===== config.mk =====
export PLATFORM = sky130hd
export DESIGN_NAME = tmr_irq_flags
export DESIGN_NICKNAME = d
export VERILOG_FILES = /design/src/rtl/tmr_irq_pkg.sv /design/src/rtl/tmr_evt_detect.sv /design/src/rtl/tmr_clr_sync.sv /design/src/rtl/tmr_flag_cell.sv /design/src/rtl/tmr_irq_flags.sv
export SDC_FILE = /design/constraint.sdc
export NUM_CORES = 1
export LEC_CHECK = 0
export ABC_AREA = 1
export BUFFER_PORTS_ARGS = -buffer_cell sky130_fd_sc_hd__buf_2
export CAP_MARGIN = 10
export CORE_MARGIN = 5
export CORE_UTILIZATION = 35
export DETAILED_ROUTE_END_ITERATION = 8
export PLACE_DENSITY = 0.84
export SLEW_MARGIN = 10
export SYNTH_ARGS = -nofsm -noshare
export SYNTH_HDL_FRONTEND = slang
export SYNTH_SLANG_ARGS = --single-unit

===== constraint.sdc =====
create_clock -name clk -period 1.15 [get_ports clk]
set_input_delay 0.0575 -clock clk [delete_from_list [all_inputs] [get_ports clk]]
set_output_delay 0.0575 -clock clk [all_outputs]
set_load 0.1 [all_outputs]

===== src/rtl/tmr_irq_pkg.sv =====
package tmr_irq_pkg;
    localparam int NFLAG = 3;
    // flag indices inside the flag vectors
    localparam int FI_A = 0;
    localparam int FI_B = 1;
    localparam int FI_O = 2;
    // bit positions in the 8-bit register
    localparam int RB_A  = 6;
    localparam int RB_B  = 5;
    localparam int RB_O  = 2;
    localparam int RB_X2 = 4;
    localparam int RB_X1 = 3;
    localparam int RB_X0 = 1;
    localparam int RW    = 8;

    typedef struct packed {
        logic flag;
    } flag_st_t;

    typedef struct packed {
        logic [NFLAG-1:0] pend;
    } clr_st_t;
endpackage


===== src/rtl/tmr_evt_detect.sv =====
module tmr_evt_detect
    import tmr_irq_pkg::*;
#(
    parameter int W = 8
) (
    input  logic             tick_i,
    input  logic [W-1:0]     cnt_i,
    input  logic             ovf_i,
    input  logic [W-1:0]     cmp_a_i,
    input  logic [W-1:0]     cmp_b_i,
    input  logic [W-1:0]     cmp_c_i,
    input  logic             pwm_a_i,
    input  logic             pwm_b_i,
    output logic [NFLAG-1:0] set_o
);
    logic pwm_mode;
    logic hit_a, hit_b, hit_c;

    always_comb begin
        pwm_mode = pwm_a_i | pwm_b_i;
        hit_a    = (cnt_i == cmp_a_i);
        hit_b    = (cnt_i == cmp_b_i);
        hit_c    = (cnt_i == cmp_c_i);
        set_o        = '0;
        set_o[FI_A]  = tick_i & hit_a;
        set_o[FI_B]  = tick_i & hit_b;
        set_o[FI_O]  = tick_i & (pwm_mode ? hit_c : ovf_i);
    end
endmodule


===== src/rtl/tmr_clr_sync.sv =====
module tmr_clr_sync
    import tmr_irq_pkg::*;
(
    input  logic             clk,
    input  logic             rst_n,
    input  logic             wr_i,
    input  logic [NFLAG-1:0] ones_i,
    output logic [NFLAG-1:0] pend_o
);
    clr_st_t st_d, st_q;

    always_comb begin
        st_d.pend = wr_i ? ones_i : '0;
    end

    always_ff @(posedge clk) begin
        if (!rst_n) st_q <= '0;
        else        st_q <= st_d;
    end

    assign pend_o = st_q.pend;

    AST_CLR_CAPTURE: assert property (@(posedge clk) disable iff (!rst_n)
        (wr_i && ones_i[FI_A]) |=> pend_o[FI_A]);
    AST_CLR_ONESHOT: assert property (@(posedge clk) disable iff (!rst_n)
        !wr_i |=> (pend_o == '0));
endmodule


===== src/rtl/tmr_flag_cell.sv =====
module tmr_flag_cell
    import tmr_irq_pkg::*;
(
    input  logic clk,
    input  logic rst_n,
    input  logic set_i,
    input  logic ack_i,
    input  logic clr_i,
    output logic flag_o
);
    flag_st_t st_d, st_q;

    always_comb begin
        st_d = st_q;
        if (set_i)               st_d.flag = 1'b1;
        else if (ack_i || clr_i) st_d.flag = 1'b0;
    end

    always_ff @(posedge clk) begin
        if (!rst_n) st_q <= '0;
        else        st_q <= st_d;
    end

    assign flag_o = st_q.flag;

    AST_SET_WINS: assert property (@(posedge clk) disable iff (!rst_n)
        set_i |=> flag_o);
    AST_ACK_CLEARS: assert property (@(posedge clk) disable iff (!rst_n)
        (ack_i && !set_i) |=> !flag_o);
    AST_SYNC_CLEARS: assert property (@(posedge clk) disable iff (!rst_n)
        (clr_i && !set_i) |=> !flag_o);
    AST_STICKY: assert property (@(posedge clk) disable iff (!rst_n)
        (flag_o && !ack_i && !clr_i) |=> flag_o);
endmodule


===== src/rtl/tmr_irq_flags.sv =====
module tmr_irq_flags
    import tmr_irq_pkg::*;
#(
    parameter int W = 8
) (
    input  logic          clk,
    input  logic          rst_n,
    input  logic          cnt_tick,
    input  logic [W-1:0]  cnt_value,
    input  logic          cnt_ovf,
    input  logic [W-1:0]  cmp_a,
    input  logic [W-1:0]  cmp_b,
    input  logic [W-1:0]  cmp_c,
    input  logic          pwm_a_en,
    input  logic          pwm_b_en,
    input  logic          gie,
    input  logic          ie_a,
    input  logic          ie_b,
    input  logic          ie_ovf,
    input  logic          ack_a,
    input  logic          ack_b,
    input  logic          ack_ovf,
    input  logic          reg_wr,
    input  logic [RW-1:0] reg_wdata,
    input  logic [2:0]    other_flags,
    output logic [RW-1:0] reg_rdata,
    output logic          irq_a,
    output logic          irq_b,
    output logic          irq_ovf
);
    logic [NFLAG-1:0] set_evt, ack_vec, ie_vec, ones_vec, pend, flags, irq_vec;

    always_comb begin
        ack_vec        = '0;
        ack_vec[FI_A]  = ack_a;
        ack_vec[FI_B]  = ack_b;
        ack_vec[FI_O]  = ack_ovf;
        ie_vec         = '0;
        ie_vec[FI_A]   = ie_a;
        ie_vec[FI_B]   = ie_b;
        ie_vec[FI_O]   = ie_ovf;
        ones_vec       = '0;
        ones_vec[FI_A] = reg_wdata[RB_A];
        ones_vec[FI_B] = reg_wdata[RB_B];
        ones_vec[FI_O] = reg_wdata[RB_O];
    end

    tmr_evt_detect #(.W(W)) u_evt (
        .tick_i  (cnt_tick),
        .cnt_i   (cnt_value),
        .ovf_i   (cnt_ovf),
        .cmp_a_i (cmp_a),
        .cmp_b_i (cmp_b),
        .cmp_c_i (cmp_c),
        .pwm_a_i (pwm_a_en),
        .pwm_b_i (pwm_b_en),
        .set_o   (set_evt)
    );

    tmr_clr_sync u_sync (
        .clk    (clk),
        .rst_n  (rst_n),
        .wr_i   (reg_wr),
        .ones_i (ones_vec),
        .pend_o (pend)
    );

    for (genvar g = 0; g < NFLAG; g++) begin : g_flag
        tmr_flag_cell u_cell (
            .clk    (clk),
            .rst_n  (rst_n),
            .set_i  (set_evt[g]),
            .ack_i  (ack_vec[g]),
            .clr_i  (pend[g]),
            .flag_o (flags[g])
        );
        assign irq_vec[g] = gie & ie_vec[g] & flags[g];
    end

    always_comb begin
        reg_rdata        = '0;
        reg_rdata[RB_A]  = flags[FI_A];
        reg_rdata[RB_B]  = flags[FI_B];
        reg_rdata[RB_O]  = flags[FI_O];
        reg_rdata[RB_X2] = other_flags[2];
        reg_rdata[RB_X1] = other_flags[1];
        reg_rdata[RB_X0] = other_flags[0];
    end

    assign irq_a   = irq_vec[FI_A];
    assign irq_b   = irq_vec[FI_B];
    assign irq_ovf = irq_vec[FI_O];

    AST_CMP_A_SETS: assert property (@(posedge clk) disable iff (!rst_n)
        (cnt_tick && cnt_value == cmp_a) |=> reg_rdata[RB_A]);
    AST_CMP_B_SETS: assert property (@(posedge clk) disable iff (!rst_n)
        (cnt_tick && cnt_value == cmp_b) |=> reg_rdata[RB_B]);
    AST_NORMAL_OVF: assert property (@(posedge clk) disable iff (!rst_n)
        (cnt_tick && cnt_ovf && !pwm_a_en && !pwm_b_en) |=> reg_rdata[RB_O]);
    AST_PWM_PERIOD: assert property (@(posedge clk) disable iff (!rst_n)
        (cnt_tick && (pwm_a_en || pwm_b_en) && cnt_value == cmp_c) |=> reg_rdata[RB_O]);
    AST_NO_TICK: assert property (@(posedge clk) disable iff (!rst_n)
        (!cnt_tick && !reg_rdata[RB_A]) |=> !reg_rdata[RB_A]);
    AST_IRQ_NEEDS_GIE: assert property (@(posedge clk) disable iff (!rst_n)
        (irq_a || irq_b || irq_ovf) |-> gie);
    AST_RESET_CLEAR: assert property (@(posedge clk)
        !rst_n |=> (reg_rdata[RB_A] == 1'b0 && reg_rdata[RB_B] == 1'b0));
endmodule


==> results.toml, run 1 <==
[job]
cap_violations = 0

[worst_setup_path]
path_class = "flop to output port"
cp.required_ps = 1090
end_kind = "output port"
crit_path_cell_trace = "buf_2"
r2r_end = "g_flag[2].u_cell.flag_o"
crit_buf_inv = 1
reg2reg_depth = 2
cp_slowest_stage_delay_ps = 440
crit_family = "buffers and inverters"
cpMaxStageDelayCell = "buf_2"
r2r_slack_ps = 160
crit_fanout = 3
cp-start-kind = "flop"
arrival_ps = 1030
worst-path-stages = 1
r2r-start = "g_flag[2].u_cell.flag_o"

[floorplan]
die_x_um = 53.65
die_h_um = 53.65
placeableCoreArea_um2 = 1764
rows = 15
start_util_pct = 37.80
die-area_um2 = 2878
ios = 68

[clock_network]
cts.sinks = 6
cts_resized = 0
cts_tree = "yes"
clk_latency_ps = 250
ctsHtreeMaxLevel = 1
path_clk_slew_ps = 50
cts_hold_buf = 0
ctsRootBufferMaster = "clkbuf_4"
cts_buffers = 3
post_cts_buffers = 0
max-clock-path-buffers = 2

[synthesis]
ys_ff_latch = 6
yosys_warnings = 0
yosysUniqueCellTypes = 20
postSynthCellCount = 113
syn_avg_cell_area_um2 = 5.902
synth_area_um2 = 666.9
yosysSeqAreaShare_pct = 18.01

[detailed_routing]
wl_per_cell_um = 10.53
drt_iter0_drc = 6
antenna_left = 0
avgViaCountPerCell = 4.362
top_layer = "met4"
drc = 0
dr_wl_met2_um = 1073
m1WireLength_um = 761
drt_first_pass_iters = 4
wl_met3_um = 132
vias = 820
finalWirelength_um = 1980

[status]
outcome = "finished, final reports clean"

[min_path]
hold_path.startpoint = "reg_wdata[2]"
hold_path_depth = 3
hold_class = "input port to flop"
hold_end = "u_sync.pend_o[2]"

[global_route]
grtUsageTotal_pct = 14.26
grt_antenna_before_repair = 0
grt_overflow_total = 0
grt_max_degree = 7
first_global_vias = 841
grt_pass1_wl_um = 2980

[final_layout]
nets = 222
final_common_cell = "buf_2"
layout-drive-gt1-share_pct = 43.56
antennaDiodeCount = 0
final_area_um2 = 1002
final_cell_mix = "buf_2 (51), nand2_1 (33), inv_1 (13)"
fillCellCount = 191
area_delta_synth_final_pct = 50.28

[sta]
period_share_pct = 94.86
rsz0062_at_grt = "false"
finalCriticalPeriod_ps = 1091
hold_viol = 0
skew_ps = 1.698
setup_viol = 0
drv_slew = 0
tns_ps = 0
fmax_ghz = 0.9167

[place]
place_congestion = 0.6527
dp_hpwl_um = 1823
io_buffers = 54
placed_area_um2 = 979.7

[power_and_ir_drop]
irDropWorstVdd_uv = 385.4
power_per_cell_area_nw_per_um2 = 682.1
p_leak_nw = 0.5549
state kept, by name, summed over array words and instances (netlist names):
register and cells:
u_sync.pend_o 3, g_flag.u_cell.flag_o 3
cell families (layout without fill, tap and decap cells):
logic type	count (synthesis)	after routing	synth area share, %
compound gates	7	7	6.941
xor+xnor	9	9	11.82
buf+inv	27	76	19.70
flops	6	6	18.01
other cells	1	2	0.5623
simple gates	63	63	42.96
report_power, final:
group	internal, mW	switching, mW
combinational	0.116	0.152
clock	0.118	0.0810
sequential	0.214	0.00153
area by class of cell:
cell class,instances,area (um2),area share [%]
Clock buffer,3,22.52,2.247
Sequential cell,6,120.1,11.99
Timing Repair Buffer,54,315.3,31.46
Multi-Input combinational cell,81,441.7,44.07
Tap cell,25,31.28,3.121
Inverter,19,71.32,7.116
layer usage:
layer / track usage (%) / vias to the layer above
li1: - / 438
met1: 13.88 / 349
met2: 28.16 / 31
met3: 1.939 / 2
met4: 8.085 / 0
met5: 0 / -
synth_stat cells:
cell | number | area share, %
nand2_1 | 33 | 19
inv_1 | 13 | 7.3
nor2_1 | 13 | 7.3
buf_4 | 8 | 9.0
xnor2_1 | 7 | 9.2
dfxtp_1 | 6 | 18
inv_2 | 6 | 3.4
nand4_1 | 4 | 3.8
or2_1 | 4 | 3.8
nand3_1 | 3 | 2.3
a21oi_1 | 2 | 1.5
nor2_2 | 2 | 1.9
o211ai_1 | 2 | 2.3
o22ai_1 | 2 | 1.9
or3b_1 | 2 | 2.6
xor2_1 | 2 | 2.6
a21oi_2 | 1 | 1.3
conb_1 | 1 | 0.56
nand3_2 | 1 | 1.5
or3b_2 | 1 | 1.3
worst max path at each step:
| stage | startpoint | end | slack (ps) |
|---|---|---|---|
| 2_1_floorplan | g_flag[2].u_cell.flag_o | g_flag[2].u_cell.flag_o | 200 |
| 3_3_place_gp | g_flag[2].u_cell.flag_o | g_flag[2].u_cell.flag_o | 190 |
| 3_5_place_dp | g_flag[2].u_cell.flag_o | g_flag[2].u_cell.flag_o | 170 |
| 4_1_cts | g_flag[1].u_cell.flag_o | reg_rdata[5] | 60 |
| 5_1_grt | g_flag[1].u_cell.flag_o | reg_rdata[5] | 6 |
| 6_report | g_flag[1].u_cell.flag_o | reg_rdata[5] | 60 |
per-stage QoR:
step	instances	utilization, %	hold slack, ps	total power, mW	setup slack, ps
finish	188	56.81	20.21	0.6836	59.12
global route	188	56.81	28.10	0.7258	6.348
CTS	188	56.81	17.30	0.6883	55.97
floorplan	114	-	169.7	0.4236	196.3
detailed placement	185	55.53	115.7	0.4896	171.3
global placement	185	55.53	115.7	0.4779	187.6
worst register-to-register path: stages, from the launching register on:
cell and delay [ps]:
dfxtp_1 330, or3b_2 460, a21oi_2 130
(Power assumes the default switching activity.)
==> run 2: changes to the inputs <==
--- a/config.mk
+++ b/config.mk
@@ -12,6 +12,7 @@
 export CORE_UTILIZATION = 35
 export DETAILED_ROUTE_END_ITERATION = 8
 export PLACE_DENSITY = 0.84
+export REMOVE_ABC_BUFFERS = 1
 export SLEW_MARGIN = 10
 export SYNTH_ARGS = -nofsm -noshare
 export SYNTH_HDL_FRONTEND = slang
==> run 2 against run 1 <==
- critical path depth is the same
- routed wire length grew 3.8%
- die area is the same
- via count grew 1.2%
- combinational power shrank 3%
- first-iteration DRC count grew to 2.5 times the previous value
- core utilization shrank 0.99 points
- sequential power is essentially flat
- sequential share of layout area grew 0.21 points
- final cell count is the same
- critical path type unchanged
==> results.toml, run 2 (synthesis gave the netlist of run 1 again) <==
[status]
outcome = "finished, final reports clean"

[power_and_ir_drop]
power_per_cell_area_nw_per_um2 = 693.5
swShare_pct = 34.30
power_frac_clock_pct = 30.1
share_seq_of_total_power_pct = 31.6
switching_power_uw = 234.2
irDropWorstVdd_uv = 404.7
p_leak_nw = 0.5540
p_total_uw = 682.9
comb_power_share_pct = 38.3
p_int_uw = 448.7

[detailed_routing]
vias = 830
drc = 0
drt_iter0_drc = 15
antenna_left = 0
finalWirelength_um = 2056
avgViaCountPerCell = 4.415
wl_per_cell_um = 10.94
drt_first_pass_iters = 4

[final_layout]
final_cell_mix = "buf_2 (50), nand2_1 (33), inv_1 (13)"
fillCellCount = 176
multi_input_area_um2 = 421.7
area_delta_synth_final_pct = 47.65
antennaDiodeCount = 0
final_common_cell = "buf_2"
layout-drive-gt1-share_pct = 42.33
fin_cells = 188
nets = 222
regArea_um2 = 120.1

[floorplan]
start_util_pct = 37.80
ios = 68
rows = 15
die-area_um2 = 2878
placeableCoreArea_um2 = 1764
die_x_um = 53.65
die_h_um = 53.65

[global_route]
first_global_vias = 750
grt_max_degree = 7
grtUsageTotal_pct = 14.31
grt_pass1_wl_um = 2918
grt_antenna_before_repair = 0
grt_overflow_total = 0

[worst_setup_path]
cp_slowest_stage_delay_ps = 440
cp-start-kind = "flop"
crit_family = "buffers and inverters"
crit_fanout = 3
r2r-start = "g_flag[2].u_cell.flag_o"
crit_path_cell_trace = "buf_2"
cp.required_ps = 1090
r2r_end = "g_flag[2].u_cell.flag_o"
path_class = "flop to output port"
r2r_slack_ps = 100
arrival_ps = 1040
crit_buf_inv = 1
reg2reg_depth = 2
cpMaxStageDelayCell = "buf_2"
end_kind = "output port"

[min_path]
hold_end = "u_sync.pend_o[2]"
hold_path.startpoint = "reg_wdata[2]"
hold_path_depth = 3
hold_class = "input port to flop"

[sta]
setup_viol = 0
finalCriticalPeriod_ps = 1093
rsz0062_at_grt = "false"
drv_slew = 0
fmax_ghz = 0.9149
period_share_pct = 95.04
skew_ps = 4.138
hold_viol = 0

[clock_network]
clk_latency_ps = 250
path_clk_slew_ps = 50
cts_resized = 0
max-clock-path-buffers = 2
ctsHtreeMaxLevel = 1
ctsRootBufferMaster = "clkbuf_4"
cts.sinks = 6
cts_tree = "yes"
cts_buffers = 3
post_cts_buffers = 0
cts_hold_buf = 0

[place]
io_buffers = 54
place_congestion = 0.7136
place_inst = 185
dp_hpwl_um = 1769

[job]
cap_violations = 0
==> run 2: cell types whose count changed in the layout (fill, tap and decap cells not counted) <==
cell	delta
nor2_4	-3
nor2_2	+1
clkbuf_4	+1
nor2_1	+2
buf_2	-1
==> run 2: area by class of cell <==
type / instances / share of cell area (%)
flip-flops and latches: 6 / 12.20
repair buffers: 54 / 32.27
well taps: 25 / 3.177
multi-input cells: 81 / 42.82
inverters: 19 / 7.243
clock buffers: 3 / 2.287
==> run 2: metrics by stage <==
step | util [%] | cell area (um2) | hold slack (ps) | setup TNS (ps) | worst slack, ps
floorplan | - | 610.6 | 115.0 | -4958 | -1233
global placement | 54.26 | 957.2 | 115.8 | 0 | 185.1
detailed placement | 54.26 | 957.2 | 115.8 | 0 | 155.4
CTS | 55.53 | 979.7 | 17.56 | 0 | 54.25
global route | 55.82 | 984.7 | 11.42 | 0 | 1.549
finish | 55.82 | 984.7 | 17.05 | 0 | 57.01
==> run 2: how the worst max path moves through the flow <==
| stage | start | end | slack (ps) | depth (start not counted) |
|---|---|---|---|---|
| after floorplan | g_flag[2].u_cell.flag_o | irq_ovf | -1230 | 2 |
| after global placement | g_flag[2].u_cell.flag_o | g_flag[2].u_cell.flag_o | 190 | 2 |
| after detailed placement | g_flag[2].u_cell.flag_o | g_flag[2].u_cell.flag_o | 160 | 2 |
| after CTS | g_flag[0].u_cell.flag_o | reg_rdata[6] | 50 | 1 |
| after global routing | g_flag[1].u_cell.flag_o | irq_b | 2 | 3 |
| final | g_flag[2].u_cell.flag_o | reg_rdata[2] | 60 | 1 |
==> run 2: routing by layer <==
layer  vias to the layer above  wire length [um]  part of all wire [%]  global-route usage, %
met3                         4               119                   5.8                  3.047
met2                        32              1149                    56                  27.96
met1                       355               761                    37                  13.70
met4                         0                25                   1.2                  7.660
li1                        439                 -                     -                      -
met5                         -                 0                     0                      0
==> run 2: power by group through the flow <==
stage	sequential, mW	combinational (mW)	clock [mW]
4_1_cts	0.216	0.262	0.210
3_3_place_gp	0.219	0.253	0
6_report	0.216	0.261	0.206
5_1_grt	0.216	0.289	0.236
3_5_place_dp	0.220	0.260	0
2_1_floorplan	0.227	0.137	0
